[config.mk]
export PLATFORM = sky130hd
export DESIGN_NAME = msec_bcd_timer
export DESIGN_NICKNAME = d
export VERILOG_FILES = /design/src/rtl/msc_pkg.sv /design/src/rtl/msc_run_gate.sv /design/src/rtl/msc_bcd_digit.sv /design/src/rtl/msc_bcd_chain.sv /design/src/rtl/msec_bcd_timer.sv
export SDC_FILE = /design/constraint.sdc
export NUM_CORES = 1
export LEC_CHECK = 0
export BUFFER_PORTS_ARGS = -buffer_cell sky130_fd_sc_hd__buf_2
export CAP_MARGIN = 40
export CORE_UTILIZATION = 40
export CTS_CLUSTER_SIZE = 28
export DETAILED_ROUTE_END_ITERATION = 10
export SLEW_MARGIN = 20
export SYNTH_ARGS = -nofsm -noshare
export SYNTH_HDL_FRONTEND = slang
export SYNTH_SLANG_ARGS = --single-unit
export TNS_END_PERCENT = 1
[constraint.sdc]
create_clock -name clk -period 1.8 [get_ports clk]
set_input_delay 0.27 -clock clk [delete_from_list [all_inputs] [get_ports clk]]
set_output_delay 0.27 -clock clk [all_outputs]
set_load 0.02 [all_outputs]
[src/rtl/msc_pkg.sv]
// Package: shared definitions for the decimal stopwatch counter.
// Assumes: the mode encoding is fixed by the control interface.
package msc_pkg;
    typedef enum logic [1:0] {
        MSC_MODE_SOFT   = 2'd0,
        MSC_MODE_WIDTH  = 2'd1,
        MSC_MODE_PERIOD = 2'd2,
        MSC_MODE_HOLD   = 2'd3
    } msc_mode_e;

    localparam int unsigned MSC_DIGIT_W = 4;
endpackage

[src/rtl/msc_run_gate.sv]
// Module: msc_run_gate
// Decides whether a tick may advance the count, based on the selected mode.
// Assumes: ext_in is already synchronised to clk; clear disarms period mode.
module msc_run_gate
    import msc_pkg::*;
(
    input  logic      clk,
    input  logic      rst_n,
    input  msc_mode_e mode,
    input  logic      sw_run,
    input  logic      ext_in,
    input  logic      clear,
    output logic      run_en
);
    logic ext_q;
    logic armed;
    logic ext_rise;

    assign ext_rise = ext_in & ~ext_q;

    // Keep the previous pin level so edges can be detected.
    always_ff @(posedge clk) begin
        if (!rst_n) ext_q <= 1'b0;
        else        ext_q <= ext_in;
    end

    // Period mode: each rising edge flips the armed flag.
    always_ff @(posedge clk) begin
        if (!rst_n)                        armed <= 1'b0;
        else if (clear)                    armed <= 1'b0;
        else if (mode != MSC_MODE_PERIOD)  armed <= 1'b0;
        else if (ext_rise)                 armed <= ~armed;
    end

    // Pick the enable source for the current mode.
    always_comb begin
        unique case (mode)
            MSC_MODE_SOFT:   run_en = sw_run;
            MSC_MODE_WIDTH:  run_en = ext_in;
            MSC_MODE_PERIOD: run_en = armed;
            default:         run_en = 1'b0;
        endcase
    end

    // in period mode, a rising edge without clear flips the armed state.
    assert_period_toggle_R7: assert property (@(posedge clk) disable iff (!rst_n)
        (mode == MSC_MODE_PERIOD && ext_in && !ext_q && !clear) |=> (armed != $past(armed)));

    // clear always leaves the gate disarmed.
    assert_clear_disarms_R8: assert property (@(posedge clk) disable iff (!rst_n)
        clear |=> !armed);
endmodule

[src/rtl/msc_bcd_digit.sv]
// Module: msc_bcd_digit
// One decimal digit: counts 0..9 and emits a carry when stepping past 9.
// Assumes: clear has priority over inc.
module msc_bcd_digit
    import msc_pkg::*;
(
    input  logic                   clk,
    input  logic                   rst_n,
    input  logic                   clear,
    input  logic                   inc,
    output logic [MSC_DIGIT_W-1:0] value,
    output logic                   carry
);
    localparam logic [MSC_DIGIT_W-1:0] DIGIT_MAX = MSC_DIGIT_W'(9);

    assign carry = inc & (value == DIGIT_MAX);

    // Advance the digit with decimal wrap.
    always_ff @(posedge clk) begin
        if (!rst_n)     value <= '0;
        else if (clear) value <= '0;
        else if (inc)   value <= (value == DIGIT_MAX) ? '0 : value + 1'b1;
    end

    // a digit never leaves the decimal range.
    assert_digit_range_R2: assert property (@(posedge clk) disable iff (!rst_n)
        value <= DIGIT_MAX);

    // a carry-out leaves the digit at zero.
    assert_carry_wrap_R2: assert property (@(posedge clk) disable iff (!rst_n)
        (carry && !clear) |=> (value == '0));
endmodule

[src/rtl/msc_bcd_chain.sv]
// Module: msc_bcd_chain
// Cascade of decimal digits; carry k means digits 0..k all rolled to zero.
// Assumes: inc is already gated by clear at the top.
module msc_bcd_chain
    import msc_pkg::*;
#(
    parameter int unsigned DIGITS = 3
) (
    input  logic                          clk,
    input  logic                          rst_n,
    input  logic                          clear,
    input  logic                          inc,
    output logic [DIGITS*MSC_DIGIT_W-1:0] value,
    output logic [DIGITS-1:0]             carry
);
    logic [DIGITS:0] chain_in;

    assign chain_in[0] = inc;

    genvar g;
    generate
        for (g = 0; g < DIGITS; g++) begin : g_digit
            msc_bcd_digit u_digit (
                .clk   (clk),
                .rst_n (rst_n),
                .clear (clear),
                .inc   (chain_in[g]),
                .value (value[g*MSC_DIGIT_W +: MSC_DIGIT_W]),
                .carry (carry[g])
            );
            assign chain_in[g+1] = carry[g];
        end
    endgenerate
endmodule

[src/rtl/msec_bcd_timer.sv]
// Module: msec_bcd_timer
// Three-digit BCD millisecond counter with a mode-selected run gate and a
// decimal-boundary interrupt strobe.
// Assumes: tick_1k is a one-cycle strobe; ext_in is synchronised.
module msec_bcd_timer
    import msc_pkg::*;
#(
    parameter int unsigned DIGITS     = 3,
    parameter int unsigned TENTH_SPAN = 2
) (
    input  logic                          clk,
    input  logic                          rst_n,
    input  logic                          tick_1k,
    input  logic                          ext_in,
    input  logic [1:0]                    mode_sel,
    input  logic                          sw_run,
    input  logic                          clear,
    input  logic                          irq_sel,
    output logic [DIGITS*MSC_DIGIT_W-1:0] count_bcd,
    output logic                          irq
);
    localparam int unsigned TENTH_IDX = TENTH_SPAN - 1;
    localparam int unsigned FULL_IDX  = DIGITS - 1;
    localparam int unsigned LOW_W     = TENTH_SPAN * MSC_DIGIT_W;

    logic              run_en;
    logic              step;
    logic [DIGITS-1:0] carry;

    msc_run_gate u_gate (
        .clk    (clk),
        .rst_n  (rst_n),
        .mode   (msc_mode_e'(mode_sel)),
        .sw_run (sw_run),
        .ext_in (ext_in),
        .clear  (clear),
        .run_en (run_en)
    );

    assign step = tick_1k & run_en & ~clear;

    msc_bcd_chain #(.DIGITS(DIGITS)) u_chain (
        .clk   (clk),
        .rst_n (rst_n),
        .clear (clear),
        .inc   (step),
        .value (count_bcd),
        .carry (carry)
    );

    // Register the boundary strobe alongside the count update.
    always_ff @(posedge clk) begin
        if (!rst_n) irq <= 1'b0;
        else        irq <= irq_sel ? carry[FULL_IDX] : carry[TENTH_IDX];
    end

    // without a tick or clear the count holds.
    assert_hold_no_tick_R4: assert property (@(posedge clk) disable iff (!rst_n)
        (!tick_1k && !clear) |=> $stable(count_bcd));

    // clear zeros the count at the next edge.
    assert_clear_zero_R8: assert property (@(posedge clk) disable iff (!rst_n)
        clear |=> (count_bcd == '0));

    // any strobe coincides with zero low digits.
    assert_irq_boundary_R9: assert property (@(posedge clk) disable iff (!rst_n)
        irq |-> (count_bcd[LOW_W-1:0] == '0));

    // a clear cycle never produces a strobe.
    assert_no_irq_on_clear_R11: assert property (@(posedge clk) disable iff (!rst_n)
        clear |=> !irq);
endmodule

## Yosys cells after proc, flatten, opt, wreduce, memory -nomap -nowiden

Cells that the tools add are included.

| operators by class | value |
|---|---|
| add/sub/neg operators | 3 |
| multipliers | 0 |
| divide/modulo/power cells | 0 |
| $lt $le $gt $ge | 0 |
| equality and inequality tests | 6 |
| shift operators | 0 |
| mux-type cells | 5 |
| bitwise gates (word level) | 10 |
| reduce and logical (&&, ||, !) cells | 3 |

Operators by type and width:

| cell | count |
|---|---|
| $add A4 B1 Y4 const B | 3 |
| $eq A4 B4 Y1 const B | 3 |
| $mux W4 | 3 |
| $and A1 B1 Y1 | 6 |
| $not A1 Y1 | 4 |
| $pmux W1 S3 | 1 |
| $reduce_or A3 Y1 | 1 |
| $eq A2 B1 Y1 const B | 1 |
| $eq A2 B2 Y1 const B | 1 |
| $logic_not A2 Y1 | 1 |
| $ne A2 B2 Y1 const B | 1 |
| $reduce_or A2 Y1 | 1 |
| $mux W1 | 1 |

| word-level totals | value |
|---|---|
| bits in registers | 15 |
| latch bits | 0 |
| memory bits (writable) | 0 |
| memory bits (read-only) | 0 |
| input bits | 9 |
| output and inout bits | 13 |
| logic and storage cells | 33 |
| memories | 0 |

## Logic depth before layout (Yosys ltp)

Gate-level depths: netlist of the first run.

| depth | value |
|---|---|
| depth in word-level cells | 8 |
| depth in mapped cells | 5 |
| depth with buffers taken out | 4 |

## Modules after synthesis

Synthesis of the first run repeated with hierarchy kept, for this count alone.

| unflattened totals | value |
|---|---|
| cell total of the unflattened synthesis | 78 |
| area total of the unflattened synthesis | 706.9 µm² |

Modules (own cells, without submodules):

| module | instances | cells an instance | area an instance (µm²) | sequential area each (µm²) |
|---|---|---|---|---|
| msc_bcd_digit | 3 | 21 | 187.7 | 80.1 |
| msc_run_gate | 1 | 10 | 100.1 | 40.0 |
| msec_bcd_timer | 1 | 5 | 43.8 | 20.0 |

## Worst setup path after synthesis of the first run

No wires, ideal clock.

| timing path | value |
|---|---|
| path kind | reg-to-reg |
| start | reg u_chain.g_digit[0].u_digit.value[0] |
| end | reg u_chain.g_digit[1].u_digit.value[3] |
| library setup time | 74 ps |
| data arrival time | 1545 ps |
| required time | 1726 ps |
| path slack | 180 ps |
| stages on the path, launching flop included | 5 |
| cells stage by stage | dfxtp_1 > and4bb_1 > nand2_2 > or4_1 > a31oi_1 |

| on the way | value |
|---|---|
| longest elaborated chain between the ends | 2 |

Ends and longest elaborated chain:

| what | RTL line | text |
|---|---|---|
| start: declaration | msc_bcd_digit.sv:11 | `output logic [MSC_DIGIT_W-1:0] value,` |
| start signal: assignment | msc_bcd_digit.sv:22 | `else if (inc) value <= (value == DIGIT_MAX) ? '0 : value + 1'b1;` |
| $eq A4 B4 Y1 | msc_bcd_digit.sv:16 | `assign carry = inc & (value == DIGIT_MAX);` |
| $and A1 B1 Y1 | msc_bcd_digit.sv:16 |  |
| end signal: assignment | msc_bcd_digit.sv:22 |  |
| end: declaration | msc_bcd_digit.sv:11 |  |

Every way passes these cells.
A chain may end at the register's enable or synchronous reset.

## Final worst setup path of the first run

| timing path | value |
|---|---|
| start | reg u_chain.g_digit[0].u_digit.value[1] |
| end | reg u_chain.g_digit[1].u_digit.value[3] |

Same word-level chain as after synthesis.

==> flow_metrics.tcl, run 1 <==
set metrics [dict create \
    outcome "finished, final reports clean" \
    slew_headroom_pct 64.5 \
    crit_arrival_ns 1.83 \
    leakage_nw 0.397 \
    reg2reg_slack_ns 0.20 \
    synth_top_cells_by_area "dfxtp_1 (37%), o21ai_0 (5.6%), or4_1 (5.6%), a31oi_1 (3.9%), nor2b_1 (3.9%)" \
    vias_per_cell 5.42 \
    fp-row-count 15 \
    endpoint_kind "register" \
    yosysTopAreaCell "dfxtp_1" \
    dp.cells 140 \
    syn-num-nets 103 \
    dp_hpwl_mm 1.22 \
    grt_use_total_pct 18.2 \
    path_class "register to register" \
    clock_skew_ns 0.0146 \
    syn2layout_area_growth_pct 21.1 \
    overflow 0 \
    timing_hold_violations_final 0 \
    first_pass_iters 4 \
    antenna_found_initial 0 \
    wl_per_cell_um 12.1 \
    max_stage_delay_ns 0.52 \
    grt_pass1_vias 670 \
    cts_sinks 15 \
    period_share_pct 89.2 \
    drive_gt1_share_pct 30.3 \
    grt_max_degree 18 \
    maxCapViolCount 0 \
    initial_utilization_pct 44.7 \
    place.port_buffers 21 \
    vias 780 \
    dpl-instance-area_um2 948 \
    layout_setup_ws_ns 0.195 \
    p_per_area_nw_per_um2 586 \
    reg2regPathDepth 4 \
    hold_depth 2 \
    synth_warnings 0 \
    cpMaxStageDelayCell "or4_1" \
    setup_viol 0 \
    hp-class "input port to register" \
    synth_top_area_share_pct 37.3 \
    routed_wl_mm 1.75 \
    ant_nets 0 \
    hold_buffers 0 \
    design_area_um2 976 \
    max_freq_ghz 0.623 \
    ios 22 \
    slew_violations 0 \
    diodes 0 \
    yosysSeqAreaShare_pct 37.3 \
    grt_pass1_wl_mm 2.81 \
    syn_inst 94 \
    drc 0 \
    grt_setup_unrepaired "no" \
    first_iter_violations 6 \
    yosysUniqueCellTypes 33 \
    ys_ff_latch 15 \
    peakVddDrop_mv 0.446 \
    synthArstFlopShare_pct 0 \
    cts-root-buf "clkbuf_4" \
    instances_no_fill 144 \
    start_kind "register" \
    cts_tree "yes" \
    fp.dieW_um 46.9 \
    dp_slack_ns 0.118 \
    gp_congestion 0.782 \
    core_region_area_um2 1800 \
    cts.path.max_buffers 2 \
    final_common_cell "buf_2" \
    cts_resized 0 \
    synth_flop_cell "dfxtp_1" \
    avgSynthCellArea_um2 8.57 \
    clkLatencyLatePin_ns 0.29 \
    die_h_um 46.9 \
    cp.required_ns 2.02 \
    synthesis.area_um2 806 \
    worstPathCellList "and4bb_1, nand2_2, or4_1, a31oi_1" \
    final_cell_mix "buf_2 (21), dfxtp_1 (15), o21ai_0 (9)" \
    tightest_slew_ns 0.533 \
    fin_tns_setup_ns 0 \
    n_fill_cell 190 \
    cts.clk_slew.worst_paths_ns 0.10 \
    htree_levels 1 \
    post-cts-setup-buffers 0 \
    cts-buffers-inserted 3 \
    die_area_um2 2200 \
    synth-edff-count 0 \
    fin_crit_ns 1.60 \
    crit_fanout 10 \
    finalNetCount 129 \
]
-- stage by stage --
stage               hold WS, ns  utilization (%)  power (mW)
floorplan                 0.347                -       0.365
global placement          0.482             52.6       0.383
detailed placement        0.486             52.6       0.384
CTS                       0.178             54.2       0.578
global route              0.179             54.2       0.597
finish                    0.183             54.2       0.572
-- synthesized netlist by cell type, types with 2 or more instances --
library cell	number
and4bb_2	2
dfxtp_1	15
nor2_1	6
a21oi_1	5
o31ai_1	2
nor2b_1	5
a31oi_1	5
nand2_1	8
nor4b_1	2
inv_1	5
a41o_2	2
nand2b_1	2
o21ai_0	9
or4_1	6
xnor2_1	2
-- layout make-up --
type                    instances  area, um2  share of cell area, %
clock buffers                   3       22.5                   2.31
clock inverters                 1       5.00                  0.513
well taps                      25       31.3                   3.21
flip-flops and latches         15        300                   30.8
inverters                       5       18.8                   1.92
multi-input cells              72        478                   49.0
repair buffers                 23        120                   12.3
-- registers in the layout, indices dropped and copies added (netlist names) --
name                           count
irq                                1
u_chain.g_digit.u_digit.value     12
u_gate.armed                       1
u_gate.ext_q                       1
-- cells by family (layout without fill, tap and decap cells) --
group	Yosys count	after routing	synth area share (%)
buf+inv	7	32	3.42
xor+xnor	3	3	3.26
flops	15	15	37.3
mux	1	1	1.40
compound gates	27	27	22.0
simple gates	41	41	32.6
-- worst max-delay path, delay by kind of cell, from the launching register on --
family           cells  cell delay (ns)
AND/OR/NAND/NOR      3             1.00
flip-flops           1             0.39
AO/OA/AOI/OAI        1             0.16
-- power breakdown --
| part | total (mW) | switching (mW) | internal [mW] |
|---|---|---|---|
| Sequential | 0.334 | 0.000694 | 0.334 |
| Clock | 0.196 | 0.113 | 0.0827 |
| Combinational | 0.0418 | 0.0234 | 0.0184 |
| Total | 0.572 | 0.137 | 0.435 |
-- final timing paths --
check / startpoint / endpoint
worst max register to register: u_chain.g_digit[0].u_digit.value[1]$_SDFFE_PP0N_ / u_chain.g_digit[1].u_digit.value[3]$_SDFFE_PP0P_
worst max-delay path: u_chain.g_digit[0].u_digit.value[1]$_SDFFE_PP0N_ / u_chain.g_digit[1].u_digit.value[3]$_SDFFE_PP0P_
worst min register to register: u_chain.g_digit[2].u_digit.value[0]$_SDFFE_PP0P_ / u_chain.g_digit[2].u_digit.value[0]$_SDFFE_PP0P_
worst min-delay path: mode_sel[0] / u_gate.armed$_SDFFE_PP0P_
-- routing by layer --
| layer | track usage, % | vias to the layer above | share of wire, % |
|---|---|---|---|
| li1 | - | 404 | - |
| met1 | 22.7 | 356 | 48 |
| met2 | 29.4 | 16 | 47 |
| met3 | 5.77 | 4 | 3.6 |
| met4 | 6.86 | 0 | 1.3 |
| met5 | 0 | - | 0 |
Note: power is estimated with default switching activity, not from simulation.
==> inputs of run 2 (changes only) <==
--- a/config.mk
+++ b/config.mk
@@ -13,5 +13,6 @@
 export SLEW_MARGIN = 20
 export SYNTH_ARGS = -nofsm -noshare
 export SYNTH_HDL_FRONTEND = slang
+export SYNTH_HIERARCHICAL = 1
 export SYNTH_SLANG_ARGS = --single-unit
 export TNS_END_PERCENT = 1
==> run 2 against run 1 <==
Effect of this change: the flow now finishes with violations (setup timing); register-to-register slack lost 0.31 ns; clock skew decreased by 0.014 ns; cell count is 10% lower; critical endpoint is now u_chain/g_digit[2].u_digit/value[1]$_SDFFE_PP0P_.
==> flow_metrics.tcl, run 2 <==
set metrics [dict create \
    finalPower_mw 0.569 \
    synth.most_common_cell "dfxtp_1" \
    dp_slack_ns -0.323 \
    largest_reg_flops 12 \
    avgSynthCellArea_um2 9.06 \
    p_per_area_nw_per_um2 587 \
    ant_nets 0 \
    max_stage_delay_ns 0.34 \
    overflow 0 \
    grt_setup_unrepaired "yes" \
    die_area_um2 1940 \
    ys_ff_latch 15 \
    syn_inst 78 \
    setup_viol 4 \
    grt_max_degree 10 \
    path_class "register to register" \
    place.port_buffers 21 \
    period_share_pct 107 \
    hp-class "input port to register" \
    vias 649 \
    maxCapViolCount 0 \
    htree_levels 1 \
    max_freq_ghz 0.521 \
    reg2reg_slack_ns -0.12 \
    leakage_nw 0.408 \
    grt_use_total_pct 17.5 \
    crit_fanout 4 \
    grt_pass1_wl_mm 2.51 \
    cpMostUsedCell "nand2_2" \
    cts_tree "yes" \
    cp.required_ns 2.03 \
    cts.clk_slew.worst_paths_ns 0.10 \
    failed_checks "setup timing" \
    fp-row-count 14 \
    synthArstFlopShare_pct 0 \
    initial_utilization_pct 44.8 \
    grt_pass1_vias 603 \
    final_common_cell "buf_2" \
    clock_skew_ns 0.00105 \
    top_register "u_chain/g_digit.u_digit/value" \
    first_iter_violations 5 \
    yosysTopAreaCell "dfxtp_1" \
    synthesis.area_um2 707 \
    synth_warnings 6 \
    yosysUniqueCellTypes 20 \
    drc 0 \
    layout_setup_ws_ns -0.118 \
    tightest_slew_ns 0.287 \
    first_pass_iters 6 \
    outcome "complete, but fails checks" \
    antenna_found_initial 0 \
    cts-buffers-inserted 3 \
    ios 22 \
    clkLatencyLatePin_ns 0.29 \
    synth_flop_cell "dfxtp_1" \
    peakVddDrop_mv 0.495 \
    start_kind "register" \
    synth_top_cells_by_area "dfxtp_1 (42%), nor2b_1 (6.2%), o21ai_0 (5.0%), xnor2_1 (5.0%), and4b_2 (4.8%)" \
    cts_sinks 15 \
    worstPathCellList "mux2i_1, o21ai_1, nand2_1, nor2_2, nand2_2, nor3b_4, nand2_2, nor3b_4, nand2_2, or3_4, a21oi_2" \
    dp_hpwl_mm 1.01 \
    yosysSeqAreaShare_pct 42.5 \
    gp_congestion 0.782 \
    synth-edff-count 0 \
    timing_hold_violations_final 0 \
    die_h_um 44.0 \
    core_region_area_um2 1580 \
    cpMaxStageDelayCell "dfxtp_2" \
    routed_wl_mm 1.41 \
    fp.dieW_um 44.0 \
    cts.path.max_buffers 2 \
    syn2layout_area_growth_pct 37.2 \
    finalNetCount 123 \
    slew_headroom_pct 80.8 \
    fin_crit_ns 1.92 \
    cts-root-buf "clkbuf_4" \
    hold_buffers 0 \
    synthTopCellsByCount "dfxtp_1 (15), nor2_1 (8), nor2b_1 (7), o21ai_0 (7)" \
    wl_per_cell_um 10.9 \
    drive_gt1_share_pct 44.2 \
    final_cell_mix "buf_2 (21), dfxtp_1 (14), buf_4 (10)" \
    synth_top_area_share_pct 42.5 \
    syn-num-nets 87 \
    endpoint_kind "register" \
    diodes 0 \
    crit_arrival_ns 2.15 \
    vias_per_cell 5.03 \
    slew_violations 0 \
]
## run 2: power breakdown
part	switching, mW	internal [mW]	total, mW
logic	0.0164	0.0182	0.0345
registers	0.000950	0.334	0.334
clock network	0.118	0.0827	0.200
total	0.135	0.434	0.569
## run 2: layout make-up
class | count | area, um2
Tap cell | 16 | 20.0
Multi-Input combinational cell | 63 | 440
Fill cell | 153 | 607
Clock inverter | 1 | 5.00
Sequential cell | 15 | 302
Timing Repair Buffer | 31 | 180
Clock buffer | 3 | 22.5
## run 2: logic make-up (layout without fill, tap and decap cells)
family / count (synthesis) / after routing / share of synthesized area (%)
xor gates and xnor gates: 7 / 7 / 8.67
and+or+nand+nor: 41 / 41 / 35.2
muxes: 2 / 2 / 2.83
DFF: 15 / 15 / 42.5
AOI/OAI and AO/OA: 13 / 13 / 10.8
buffers and inverters: 0 / 35 / 0
## run 2: per-stage QoR
step | util [%] | cells | hold WS (ns) | setup TNS, ns | instance area (um2)
2_1_floorplan | - | 78 | 0.392 | -0.803 | 733
6_report | 61.5 | 129 | 0.206 | -0.238 | 970
3_5_place_dp | 57.8 | 122 | 0.490 | -1.36 | 911
3_3_place_gp | 57.8 | 122 | 0.482 | -1.17 | 911
4_1_cts | 61.0 | 129 | 0.208 | -0.316 | 961
5_1_grt | 61.5 | 129 | 0.219 | -1.26 | 970
## run 2: worst paths after layout
kind | end | depth (start not counted) | from
setup / recovery | u_chain/g_digit[2].u_digit/value[1]$_SDFFE_PP0P_ | 11 | u_gate/armed$_SDFFE_PP0P_
hold / removal | u_gate/ext_q$_SDFF_PN0_ | 2 | ext_in
setup reg to reg | u_chain/g_digit[2].u_digit/value[1]$_SDFFE_PP0P_ | 11 | u_gate/armed$_SDFFE_PP0P_
hold reg to reg | u_chain/g_digit[2].u_digit/value[3]$_SDFFE_PP0P_ | 2 | u_chain/g_digit[2].u_digit/value[3]$_SDFFE_PP0P_
## run 2: critical path: cells and delay by family (launching register included)
kind,cells,cell delay (ns)
and+or+nand+nor,8,1.24
muxes,1,0.06
DFF,1,0.34
AOI/OAI and AO/OA,2,0.22
## run 2: what timing repair did
action	CTS	global route
buffers inserted	3	0
setup endpoints to repair	6	7
endpoints found under the hold margin	0	0
cloned	0	0
resized for setup	1	2
pin swaps	6	2
## run 2: layer usage
| layer | wire length [um] | GRT usage [%] | vias up | part of all wire, % |
|---|---|---|---|---|
| met5 | 0 | 0 | - | 0 |
| li1 | - | - | 340 | - |
| met4 | 32 | 9.09 | 0 | 2.3 |
| met1 | 694 | 23.2 | 285 | 49 |
| met2 | 597 | 25.9 | 20 | 42 |
| met3 | 81 | 4.90 | 4 | 5.8 |
==> inputs of run 3 (changes only) <==
--- a/config.mk
+++ b/config.mk
@@ -7,9 +7,10 @@
 export LEC_CHECK = 0
 export BUFFER_PORTS_ARGS = -buffer_cell sky130_fd_sc_hd__buf_2
 export CAP_MARGIN = 40
-export CORE_UTILIZATION = 40
+export CORE_UTILIZATION = 48
 export CTS_CLUSTER_SIZE = 28
 export DETAILED_ROUTE_END_ITERATION = 10
+export PLACE_DENSITY = 0.76
 export SLEW_MARGIN = 20
 export SYNTH_ARGS = -nofsm -noshare
 export SYNTH_HDL_FRONTEND = slang
==> run 3 against run 2 <==
Effect of this change: critical endpoint unchanged; cell area up 0.65%; sequential power is essentially flat; the run still ends with setup timing left; first-iteration DRC count unchanged; via count is 1.4% higher; worst hold slack better by 0.052 ns; total power decreased by 0.66%; maximum frequency decreased by 0.15%; non-clock buffer count up 1; critical path depth did not move.
==> flow_metrics.tcl, run 3 (synthesis results as in run 2) <==
set metrics [dict create \
    outcome "complete, but fails checks" \
    failed_checks "setup timing" \
    grt_use_total_pct 18.6 \
    core_region_area_um2 1330 \
    cp.required_ns 2.02 \
    cts.path.max_buffers 2 \
    place.port_buffers 21 \
    multi_input_area_um2 440 \
    gp_congestion 0.649 \
    fp.dieW_um 40.4 \
    ant_nets 0 \
    finalPower_mw 0.566 \
    crit_arrival_ns 2.15 \
    grt_max_degree 10 \
    max_stage_delay_ns 0.34 \
    grt_setup_unrepaired "yes" \
    dp_slack_ns -0.314 \
    largest_reg_flops 12 \
    overflow 0 \
    vias_per_cell 5.10 \
    cts-root-buf "clkbuf_4" \
    regArea_um2 302 \
    clock_skew_ns 0.00103 \
    initial_utilization_pct 53.0 \
    endpoint_kind "register" \
    layout_setup_ws_ns -0.121 \
    antenna_found_initial 0 \
    crit_fanout 3 \
    hold_buffers 0 \
    htree_levels 1 \
    slew_headroom_pct 81.3 \
    max_freq_ghz 0.521 \
    dpl-instance-area_um2 925 \
    path_class "register to register" \
    first_pass_iters 4 \
    fin_tns_setup_ns -0.277 \
    post-route-util_pct 73.2 \
    cts.clk_slew.worst_paths_ns 0.09 \
    die_h_um 40.4 \
    maxCapViolCount 0 \
    leakage_nw 0.412 \
    routed_wl_mm 1.42 \
    final_cell_mix "buf_2 (21), dfxtp_1 (14), buf_4 (11)" \
    first_iter_violations 5 \
    fin_crit_ns 1.92 \
    cts-buffers-inserted 3 \
    slew_violations 0 \
    drive_gt1_share_pct 44.7 \
    p_per_area_nw_per_um2 580 \
    finalNetCount 124 \
    wl_per_cell_um 11.0 \
    peakVddDrop_mv 0.452 \
    syn2layout_area_growth_pct 38.1 \
    cpMaxStageDelayCell "or3_4" \
    design_area_um2 976 \
    vias 658 \
    grt_pass1_vias 535 \
    ios 22 \
    cts_tree "yes" \
    timing_hold_violations_final 0 \
    grt_pass1_wl_mm 2.01 \
    setup_viol 4 \
    final_common_cell "buf_2" \
    period_share_pct 107 \
    worstPathCellList "mux2i_1, o21ai_1, nand2_1, nor2_2, nand2_2, nor3b_4, nand2_2, nor3b_4, nand2_2, or3_4, a21oi_2" \
    dp_hpwl_mm 1.06 \
    start_kind "register" \
    diodes 0 \
    top_register "u_chain/g_digit.u_digit/value" \
    hp-class "input port to register" \
    n_fill_cell 105 \
    tightest_slew_ns 0.280 \
    worstHoldStart "irq_sel" \
    drc 0 \
    die_area_um2 1630 \
    crit_start "u_gate/armed$_SDFFE_PP0P_" \
    rr_startpoint "u_gate/armed$_SDFFE_PP0P_" \
    cts_sinks 15 \
    fp-row-count 13 \
    cpMostUsedCell "nand2_2" \
    clkLatencyLatePin_ns 0.28 \
]
## run 3: metrics by stage
stage               hold slack (ns)  cells
finish                        0.258    129
global route                  0.268    129
global placement              0.486    123
detailed placement            0.510    123
CTS                           0.257    129
floorplan                     0.392     78
## run 3: worst paths after layout
check,endpoint,slack (ns),cells after the start
setup reg to reg,u_chain/g_digit[2].u_digit/value[1]$_SDFFE_PP0P_,-0.12,11
hold / removal,irq$_SDFF_PN0_,0.26,3
hold reg to reg,u_chain/g_digit[2].u_digit/value[3]$_SDFFE_PP0P_,0.51,2
setup / recovery,u_chain/g_digit[2].u_digit/value[1]$_SDFFE_PP0P_,-0.12,11
## run 3: what timing repair did
item                                    CTS  global route
hold endpoints to repair                  0             0
gates resized for setup                   2             1
endpoints found under the setup margin    6             6
pin swaps                                 5             0
setup buffers                             2             0
## run 3: routing by layer
layer | part of all wire (%) | track usage, % | vias up
met3 | 4.4 | 6.67 | 0
met2 | 48 | 30.2 | 14
met1 | 48 | 22.1 | 300
met4 | 0 | 7.50 | 0
li1 | - | - | 344
met5 | 0 | 0 | -
## run 3: report_power, final
group | switching (mW) | total [mW] | internal (mW) | leakage (nW)
registers | 0.000914 | 0.334 | 0.333 | 0.122
clock network | 0.111 | 0.194 | 0.0824 | 0.0177
logic | 0.0173 | 0.0376 | 0.0203 | 0.273
## run 3: area by class of cell
cell class	count	area share [%]
Clock inverter	1	0.513
Tap cell	15	1.92
Multi-Input combinational cell	63	45.1
Clock buffer	3	2.31
Sequential cell	15	30.9
Timing Repair Buffer	32	19.2
## run 3: worst max-delay path, delay by kind of cell (launching register included)
kind            cells  cell delay, ns
compound gates      2            0.23
flops               1            0.33
mux                 1            0.06
simple gates        8            1.24
